## config.mk

```make
export PLATFORM = sky130hd
export DESIGN_NAME = sponge_block_asm
export DESIGN_NICKNAME = d
export VERILOG_FILES = /design/src/rtl/sba_pkg.sv /design/src/rtl/sba_ctl.sv /design/src/rtl/sba_lane_sel.sv /design/src/rtl/sba_block_reg.sv /design/src/rtl/sponge_block_asm.sv
export SDC_FILE = /design/constraint.sdc
export NUM_CORES = 2
export LEC_CHECK = 0
export ABC_AREA = 1
export CAP_MARGIN = 5
export CORE_AREA = 2 2 545 547
export CTS_BUF_LIST = sky130_fd_sc_hd__clkbuf_4
export DETAILED_ROUTE_END_ITERATION = 10
export DIE_AREA = 0 0 547 549
export DONT_BUFFER_PORTS = 1
export GPL_TIMING_DRIVEN = 1
export PLACE_DENSITY_LB_ADDON = 0.25
export SLEW_MARGIN = 20
export SYNTH_ARGS = -nofsm -noshare
export SYNTH_HDL_FRONTEND = slang
export SYNTH_HIERARCHICAL = 1
export SYNTH_SLANG_ARGS = --single-unit
```

## constraint.sdc

```tcl
create_clock -name clk -period 3.05 [get_ports clk]
set_input_delay 0.1525 -clock clk [delete_from_list [all_inputs] [get_ports clk]]
set_output_delay 0.1525 -clock clk [all_outputs]
set_load 0.02 [all_outputs]
```

## src/rtl/sba_pkg.sv

```systemverilog
package sba_pkg;
   typedef enum logic [2:0] {
      S_IDLE,
      S_FILL,
      S_FLUSH,
      S_SEND,
      S_PERM
   } sba_state_e;

   typedef enum logic [1:0] {
      SRC_PFX,
      SRC_MEM,
      SRC_SFX,
      SRC_ZERO
   } sba_src_e;

   localparam logic [7:0] SFX_SHA3  = 8'h06;
   localparam logic [7:0] SFX_SHAKE = 8'h1F;
   localparam logic [7:0] PAD_END   = 8'h80;
endpackage

```

## src/rtl/sba_ctl.sv

```systemverilog
module sba_ctl
   import sba_pkg::*;
#(
   parameter int RATE_BYTES = 136,
   parameter int G_W        = 13,
   parameter int POS_W      = 8
) (
   input  logic             clk,
   input  logic             rst_n,
   input  logic             start,
   input  logic             absorb_ready,
   input  logic [G_W-1:0]   len_q,
   output sba_state_e       state,
   output logic [G_W-1:0]   g_idx,
   output logic [POS_W-1:0] pos,
   output logic             issue,
   output logic             last_blk
);
   localparam logic [POS_W-1:0] POS_LAST = POS_W'(RATE_BYTES - 1);
   localparam logic [G_W-1:0]   RATE_G   = G_W'(RATE_BYTES);

   sba_state_e       st_q;
   logic [G_W-1:0]   base_q;
   logic [POS_W-1:0] pos_q;

   assign state    = st_q;
   assign pos      = pos_q;
   assign g_idx    = base_q + G_W'(pos_q);
   assign issue    = (st_q == S_FILL);
   assign last_blk = (base_q + RATE_G) > len_q;

   always_ff @(posedge clk) begin
      if (!rst_n) begin
         st_q   <= S_IDLE;
         base_q <= '0;
         pos_q  <= '0;
      end else begin
         case (st_q)
            S_IDLE: begin
               if (start) begin
                  base_q <= '0;
                  pos_q  <= '0;
                  st_q   <= S_FILL;
               end
            end
            S_FILL: begin
               if (pos_q == POS_LAST) begin
                  pos_q <= '0;
                  st_q  <= S_FLUSH;
               end else begin
                  pos_q <= pos_q + 1'b1;
               end
            end
            S_FLUSH: st_q <= S_SEND;
            S_SEND: begin
               if (!absorb_ready) st_q <= S_PERM;
            end
            S_PERM: begin
               if (absorb_ready) begin
                  if (last_blk) begin
                     st_q <= S_IDLE;
                  end else begin
                     base_q <= base_q + RATE_G;
                     st_q   <= S_FILL;
                  end
               end
            end
            default: st_q <= S_IDLE;
         endcase
      end
   end
endmodule

```

## src/rtl/sba_lane_sel.sv

```systemverilog
module sba_lane_sel
   import sba_pkg::*;
#(
   parameter int PREFIX_BYTES = 32,
   parameter int RATE_BYTES   = 136,
   parameter int G_W          = 13,
   parameter int POS_W        = 8
) (
   input  logic                                        clk,
   input  logic                                        rst_n,
   input  logic                                        issue,
   input  logic [G_W-1:0]                              g_idx,
   input  logic [POS_W-1:0]                            pos,
   input  logic [G_W-1:0]                              len_q,
   input  logic                                        mode_q,
   input  logic                                        last_blk,
   input  logic [((PREFIX_BYTES > 0) ? PREFIX_BYTES : 1)*8-1:0] prefix_q,
   input  logic [7:0]                                  mem_rdata,
   output logic                                        wr_en,
   output logic [POS_W-1:0]                            wr_pos,
   output logic [7:0]                                  wr_byte
);
   localparam logic [POS_W-1:0] POS_LAST = POS_W'(RATE_BYTES - 1);
   localparam int PIDX_W = (PREFIX_BYTES > 1) ? $clog2(PREFIX_BYTES) : 1;

   logic       is_pfx;
   logic [7:0] pfx_byte;
   sba_src_e   src_d;

   // prefix path exists only when the message carries a register prefix
   generate
      if (PREFIX_BYTES > 0) begin : g_pfx
         logic [PIDX_W-1:0] pidx;
         assign pidx     = g_idx[PIDX_W-1:0];
         assign is_pfx   = g_idx < G_W'(PREFIX_BYTES);
         assign pfx_byte = prefix_q[8*pidx +: 8];
      end else begin : g_no_pfx
         logic unused_pfx;
         assign unused_pfx = ^prefix_q;
         assign is_pfx     = 1'b0;
         assign pfx_byte   = 8'h00;
      end
   endgenerate

   always_comb begin
      if (is_pfx)              src_d = SRC_PFX;
      else if (g_idx < len_q)  src_d = SRC_MEM;
      else if (g_idx == len_q) src_d = SRC_SFX;
      else                     src_d = SRC_ZERO;
   end

   // stage aligned with the registered memory read
   logic             v_q;
   logic [POS_W-1:0] pos_q;
   sba_src_e         src_q;
   logic [7:0]       pfx_q;
   logic             end_q;

   always_ff @(posedge clk) begin
      if (!rst_n) begin
         v_q   <= 1'b0;
         pos_q <= '0;
         src_q <= SRC_ZERO;
         pfx_q <= '0;
         end_q <= 1'b0;
      end else begin
         v_q   <= issue;
         pos_q <= pos;
         src_q <= src_d;
         pfx_q <= pfx_byte;
         end_q <= last_blk && (pos == POS_LAST);
      end
   end

   logic [7:0] base_byte;
   always_comb begin
      case (src_q)
         SRC_PFX: base_byte = pfx_q;
         SRC_MEM: base_byte = mem_rdata;
         SRC_SFX: base_byte = mode_q ? SFX_SHAKE : SFX_SHA3;
         default: base_byte = 8'h00;
      endcase
   end

   assign wr_en   = v_q;
   assign wr_pos  = pos_q;
   assign wr_byte = base_byte | (end_q ? PAD_END : 8'h00);
endmodule

```

## src/rtl/sba_block_reg.sv

```systemverilog
module sba_block_reg #(
   parameter int RATE_BYTES = 136,
   parameter int POS_W      = 8
) (
   input  logic                    clk,
   input  logic                    rst_n,
   input  logic                    wr_en,
   input  logic [POS_W-1:0]        wr_pos,
   input  logic [7:0]              wr_byte,
   output logic [RATE_BYTES*8-1:0] blk
);
   generate
      for (genvar i = 0; i < RATE_BYTES; i++) begin : g_lane
         always_ff @(posedge clk) begin
            if (!rst_n)
               blk[8*i +: 8] <= 8'h00;
            else if (wr_en && (wr_pos == POS_W'(i)))
               blk[8*i +: 8] <= wr_byte;
         end
      end
   endgenerate
endmodule

```

## src/rtl/sponge_block_asm.sv

```systemverilog
module sponge_block_asm
   import sba_pkg::*;
#(
   parameter int RATE_BYTES   = 136,
   parameter int PREFIX_BYTES = 32,
   parameter int LEN_W        = 12,
   parameter int ADDR_W       = 12,
   localparam int PFX_BITS    = ((PREFIX_BYTES > 0) ? PREFIX_BYTES : 1) * 8,
   localparam int BLK_BITS    = RATE_BYTES * 8
) (
   input  logic                clk,
   input  logic                rst_n,
   input  logic                start,
   input  logic                mode,
   input  logic [LEN_W-1:0]    msg_len,
   input  logic [PFX_BITS-1:0] prefix,
   output logic [ADDR_W-1:0]   mem_addr,
   input  logic [7:0]          mem_rdata,
   input  logic                absorb_ready,
   output logic [BLK_BITS-1:0] blk_data,
   output logic                blk_valid,
   output logic                blk_last
);
   localparam int G_W   = LEN_W + 1;
   localparam int POS_W = $clog2(RATE_BYTES);

   generate
      if (RATE_BYTES < 2) begin : g_bad_rate
         $error("rate must hold at least two bytes");
      end
      if (RATE_BYTES > (1 << LEN_W)) begin : g_bad_len
         $error("length field too narrow for one rate block");
      end
      if (PREFIX_BYTES < 0) begin : g_bad_pfx
         $error("prefix length cannot be negative");
      end
   endgenerate

   sba_state_e       state;
   logic [G_W-1:0]   g_idx;
   logic [POS_W-1:0] pos;
   logic             issue;
   logic             last_blk;

   logic [G_W-1:0]      len_q;
   logic                mode_q;
   logic [PFX_BITS-1:0] prefix_q;

   always_ff @(posedge clk) begin
      if (!rst_n) begin
         len_q    <= '0;
         mode_q   <= 1'b0;
         prefix_q <= '0;
      end else if (start && state == S_IDLE) begin
         len_q    <= G_W'(msg_len);
         mode_q   <= mode;
         prefix_q <= prefix;
      end
   end

   sba_ctl #(
      .RATE_BYTES(RATE_BYTES),
      .G_W       (G_W),
      .POS_W     (POS_W)
   ) u_ctl (
      .clk         (clk),
      .rst_n       (rst_n),
      .start       (start),
      .absorb_ready(absorb_ready),
      .len_q       (len_q),
      .state       (state),
      .g_idx       (g_idx),
      .pos         (pos),
      .issue       (issue),
      .last_blk    (last_blk)
   );

   // combinational address: the memory registers it, data lands next cycle
   logic [G_W-1:0] mem_off;
   assign mem_off  = g_idx - G_W'(PREFIX_BYTES);
   assign mem_addr = ADDR_W'(mem_off);

   logic             wr_en;
   logic [POS_W-1:0] wr_pos;
   logic [7:0]       wr_byte;

   sba_lane_sel #(
      .PREFIX_BYTES(PREFIX_BYTES),
      .RATE_BYTES  (RATE_BYTES),
      .G_W         (G_W),
      .POS_W       (POS_W)
   ) u_sel (
      .clk      (clk),
      .rst_n    (rst_n),
      .issue    (issue),
      .g_idx    (g_idx),
      .pos      (pos),
      .len_q    (len_q),
      .mode_q   (mode_q),
      .last_blk (last_blk),
      .prefix_q (prefix_q),
      .mem_rdata(mem_rdata),
      .wr_en    (wr_en),
      .wr_pos   (wr_pos),
      .wr_byte  (wr_byte)
   );

   sba_block_reg #(
      .RATE_BYTES(RATE_BYTES),
      .POS_W     (POS_W)
   ) u_blk (
      .clk    (clk),
      .rst_n  (rst_n),
      .wr_en  (wr_en),
      .wr_pos (wr_pos),
      .wr_byte(wr_byte),
      .blk    (blk_data)
   );

   assign blk_valid = (state == S_SEND);
   assign blk_last  = (state == S_SEND) && last_blk;
endmodule

```

==> results.json <==
{
  "status": "finished, violations left",
  "violations": "negative setup slack",
  "drv_cap": 0,
  "grt_max_degree": 227,
  "dr.pass1.iters": 6,
  "start_kind": "flop",
  "worst_slack_ns": -0.761,
  "cp_common_cell": "buf_6",
  "clock_skew_ns": 0.205,
  "avgViaCountPerCell": 4.24,
  "rsz0062_at_grt": "yes",
  "ff2ff_path_depth": 31,
  "timing.reg2reg.setup_slack_ns": -0.73,
  "grt_overflow": 0,
  "start_util_pct": 20.0,
  "synthFlopType": "dfxtp_1",
  "worstSetupPathDepth": 17,
  "min_delay_worst_endpoint": "u_blk/blk[145]",
  "die_y_um": 549,
  "ant_nets": 0,
  "layout-drive-gt1-share_pct": 11.1,
  "utilization_pct": 27.0,
  "clk_pin_slew_ns": 0.07,
  "path_class": "flop to output pin",
  "synthCells": 8897,
  "clk_latency_ns": 1.41,
  "synth_edf_count": 0,
  "hp-start": "mem_rdata[1]",
  "die_area_um2": 300000,
  "ys_async_sr_fraction_pct": 0,
  "io_pins": 1383,
  "vdd_ir_drop_max_uv": 456,
  "area_delta_synth_final_pct": 34.9,
  "path_delay_family": "simple AND/OR/NAND/NOR gates",
  "wire_per_inst_um": 20.4,
  "p_total_mw": 56.5,
  "via_count": 60464,
  "cts_made_buffers": 404,
  "endpoint_kind": "output pin",
  "place_area_um2": 64000,
  "cp_slowest_cell": "dfxtp_4",
  "min_period_ns": 3.81,
  "arrival_ns": 3.66,
  "finalSetupViolations": 205,
  "yosysUniqueCellTypes": 40,
  "root_buffer": "clkbuf_4",
  "syn_area_um2": 59000,
  "htree_levels": 5,
  "reg2reg_to": "u_ctl/base_q[10]",
  "yosys_warnings": 6,
  "worst-path-buf-inv": 6,
  "grt_pass1_vias": 56331,
  "gp_congestion": 0.824,
  "worst_pin_slew_ns": 1.18,
  "max_freq_mhz": 262,
  "powerDensity_nw_per_um2": 710,
  "cts_tree": "built",
  "rows": 200,
  "leakage_nw": 33.1,
  "routed_wl_mm": 291,
  "holdPathStages": 7,
  "hp-class": "input port to flop",
  "drc": 0,
  "io_buffer_count": 0,
  "hold_viol": 0,
  "yosysSeqAreaShare_pct": 47.5,
  "antenna_found_initial": 29,
  "die_w_um": 547,
  "crit_fanout": 3,
  "syn_avg_cell_area_um2": 6.63,
  "drt_iter0_markers": 4705,
  "fin_crit_sh_pct": 125,
  "r2r_start": "u_ctl/base_q[8]",
  "relSlewSlack_pct": 21.2,
  "path_cells": "buf_6 -> ha_4 -> nand3_4 -> nand2_4 -> nand4_1 -> and2_1 -> ha_1 -> nand2_2 -> nor2_4 -> buf_4 -> nand3_2 -> nand2_2 -> inv_2 -> inv_2 -> nor2_2 -> buf_6 -> buf_6",
  "core_area_um2": 295000,
  "cts.sinks": 1398,
  "maxSlewViolCount": 0,
  "hpwl_mm": 196,
  "final_cell_area_um2": 79600,
  "tns_ns": -17.65,
  "ys_ff_latch": 1398,
  "cts_max_path_buffers": 4,
  "grt_pass1_wl_mm": 406,
  "cpPeakStageDelay_ns": 0.37,
  "nets": 10325,
  "grt_use_total_pct": 18.2,
  "worst_ep_required_time_ns": 2.90
}
through the flow:
stage	hold WS (ns)	std cells	worst slack (ns)
6_report	0.236	14256	-0.761
2_1_floorplan	0.276	8898	0.697
4_1_cts	0.00346	14197	-0.970
5_1_grt	0.105	14234	-1.14
3_3_place_gp	0.294	12549	-0.540
3_5_place_dp	0.299	12549	-0.589
final cells by class:
type	instances	area [um2]
Inverter	383	1490
Timing Repair Buffer	1314	13300
Fill cell	32693	215000
Clock buffer	582	4370
Tap cell	3939	4930
Clock inverter	92	551
Sequential cell	1398	28000
Multi-Input combinational cell	6512	26800
Antenna cell	36	90.1
layout by cell type, fill, tap and decap left out, types with 9 or more instances in the layout:
cell and n:
nand3_2 14, nand2_1 2674, o21ai_1 9, nand3_1 697, inv_2 11, a21oi_1 296
nor2_1 2648, nand2_4 11, inv_6 11, o21ai_0 22, dlygate4sd3_1 930, buf_6 21
ha_1 23, inv_1 360, buf_4 290, nand2_2 11, nor2_2 33, buf_12 60
clkbuf_4 582, nor2_4 16, diode_2 36, clkinv_1 62, dfxtp_1 1387
cell families after synthesis:
logic type	synth area share, %
compound gates	2.99
xor+xnor	0.163
fa+ha+maj	0.658
buf+inv	8.06
flops	47.5
other cells	0.00636
simple gates	40.7
worst max-delay path by stage:
stage                         start        endpoint  slack (ns)
finish              u_ctl/base_q[3]        blk_last       -0.76
global route        u_ctl/base_q[3]        blk_last       -1.14
CTS                 u_ctl/base_q[3]        blk_last       -0.97
detailed placement            rst_n  u_blk/blk[676]       -0.59
global placement              rst_n  u_blk/blk[622]       -0.54
floorplan              u_ctl/pos[7]  u_sel/src_q[1]        0.70
worst min-delay path: cells and delay by family:
family | cells | cell delay (ns)
buf+inv | 2 | 0.85
simple gates | 5 | 0.47
registers in the layout (all words and copies together), names as in the netlist:
| signal | flops |
|---|---|
| u_sel/wr_pos | 8 |
| u_sel/end_q | 1 |
| mode_q | 1 |
| u_ctl/base_q | 10 |
| u_ctl/pos | 8 |
| u_sel/src_q | 2 |
| u_blk/blk | 1088 |
| u_sel/wr_en | 1 |
| prefix_q | 256 |
| u_ctl/state | 3 |
| len_q | 12 |
| u_sel/pfx_q | 8 |
where the power goes:
part / total [mW] / switching (mW) / internal [mW]
registers: 20.5 / 0.912 / 19.6
clock network: 17.8 / 8.91 / 8.90
logic: 18.1 / 11.4 / 6.71
synth_stat cells (4+ instances only):
cell / instances / share of area (%)
a21oi_1: 302 / 2.6
nor2_4: 4 / 0.076
ha_1: 31 / 0.66
inv_1: 368 / 2.3
dfxtp_1: 1398 / 47
o21ai_1: 9 / 0.076
nand4_1: 4 / 0.042
nor2_1: 2692 / 17
buf_2: 164 / 1.4
buf_1: 160 / 1.0
and2_1: 4 / 0.042
buf_4: 75 / 0.95
buf_6: 69 / 1.3
nand2_1: 2695 / 17
nand3_1: 712 / 6.0
clkbuf_8: 4 / 0.093
inv_2: 12 / 0.076
o21ai_0: 23 / 0.20
clkbuf_1: 133 / 0.85
xor2_1: 8 / 0.12
routing by layer:
metal	global-route usage (%)	vias to the layer above	share of wire (%)
li1	-	29749	-
met1	21.5	27885	41
met2	31.0	2286	48
met3	5.16	530	8.1
met4	6.84	14	3.7
met5	0	-	0.026
timing repair:
action | in CTS | in global routing
endpoints found under the hold margin | 1398 | 0
endpoints found under the setup margin | 9 | 295
pin swaps | 26 | 28
gates resized for setup | 106 | 40
hold buffers | 932 | 0
setup buffers | 41 | 21
cloned | 1 | 3
(Power assumes the default switching activity.)
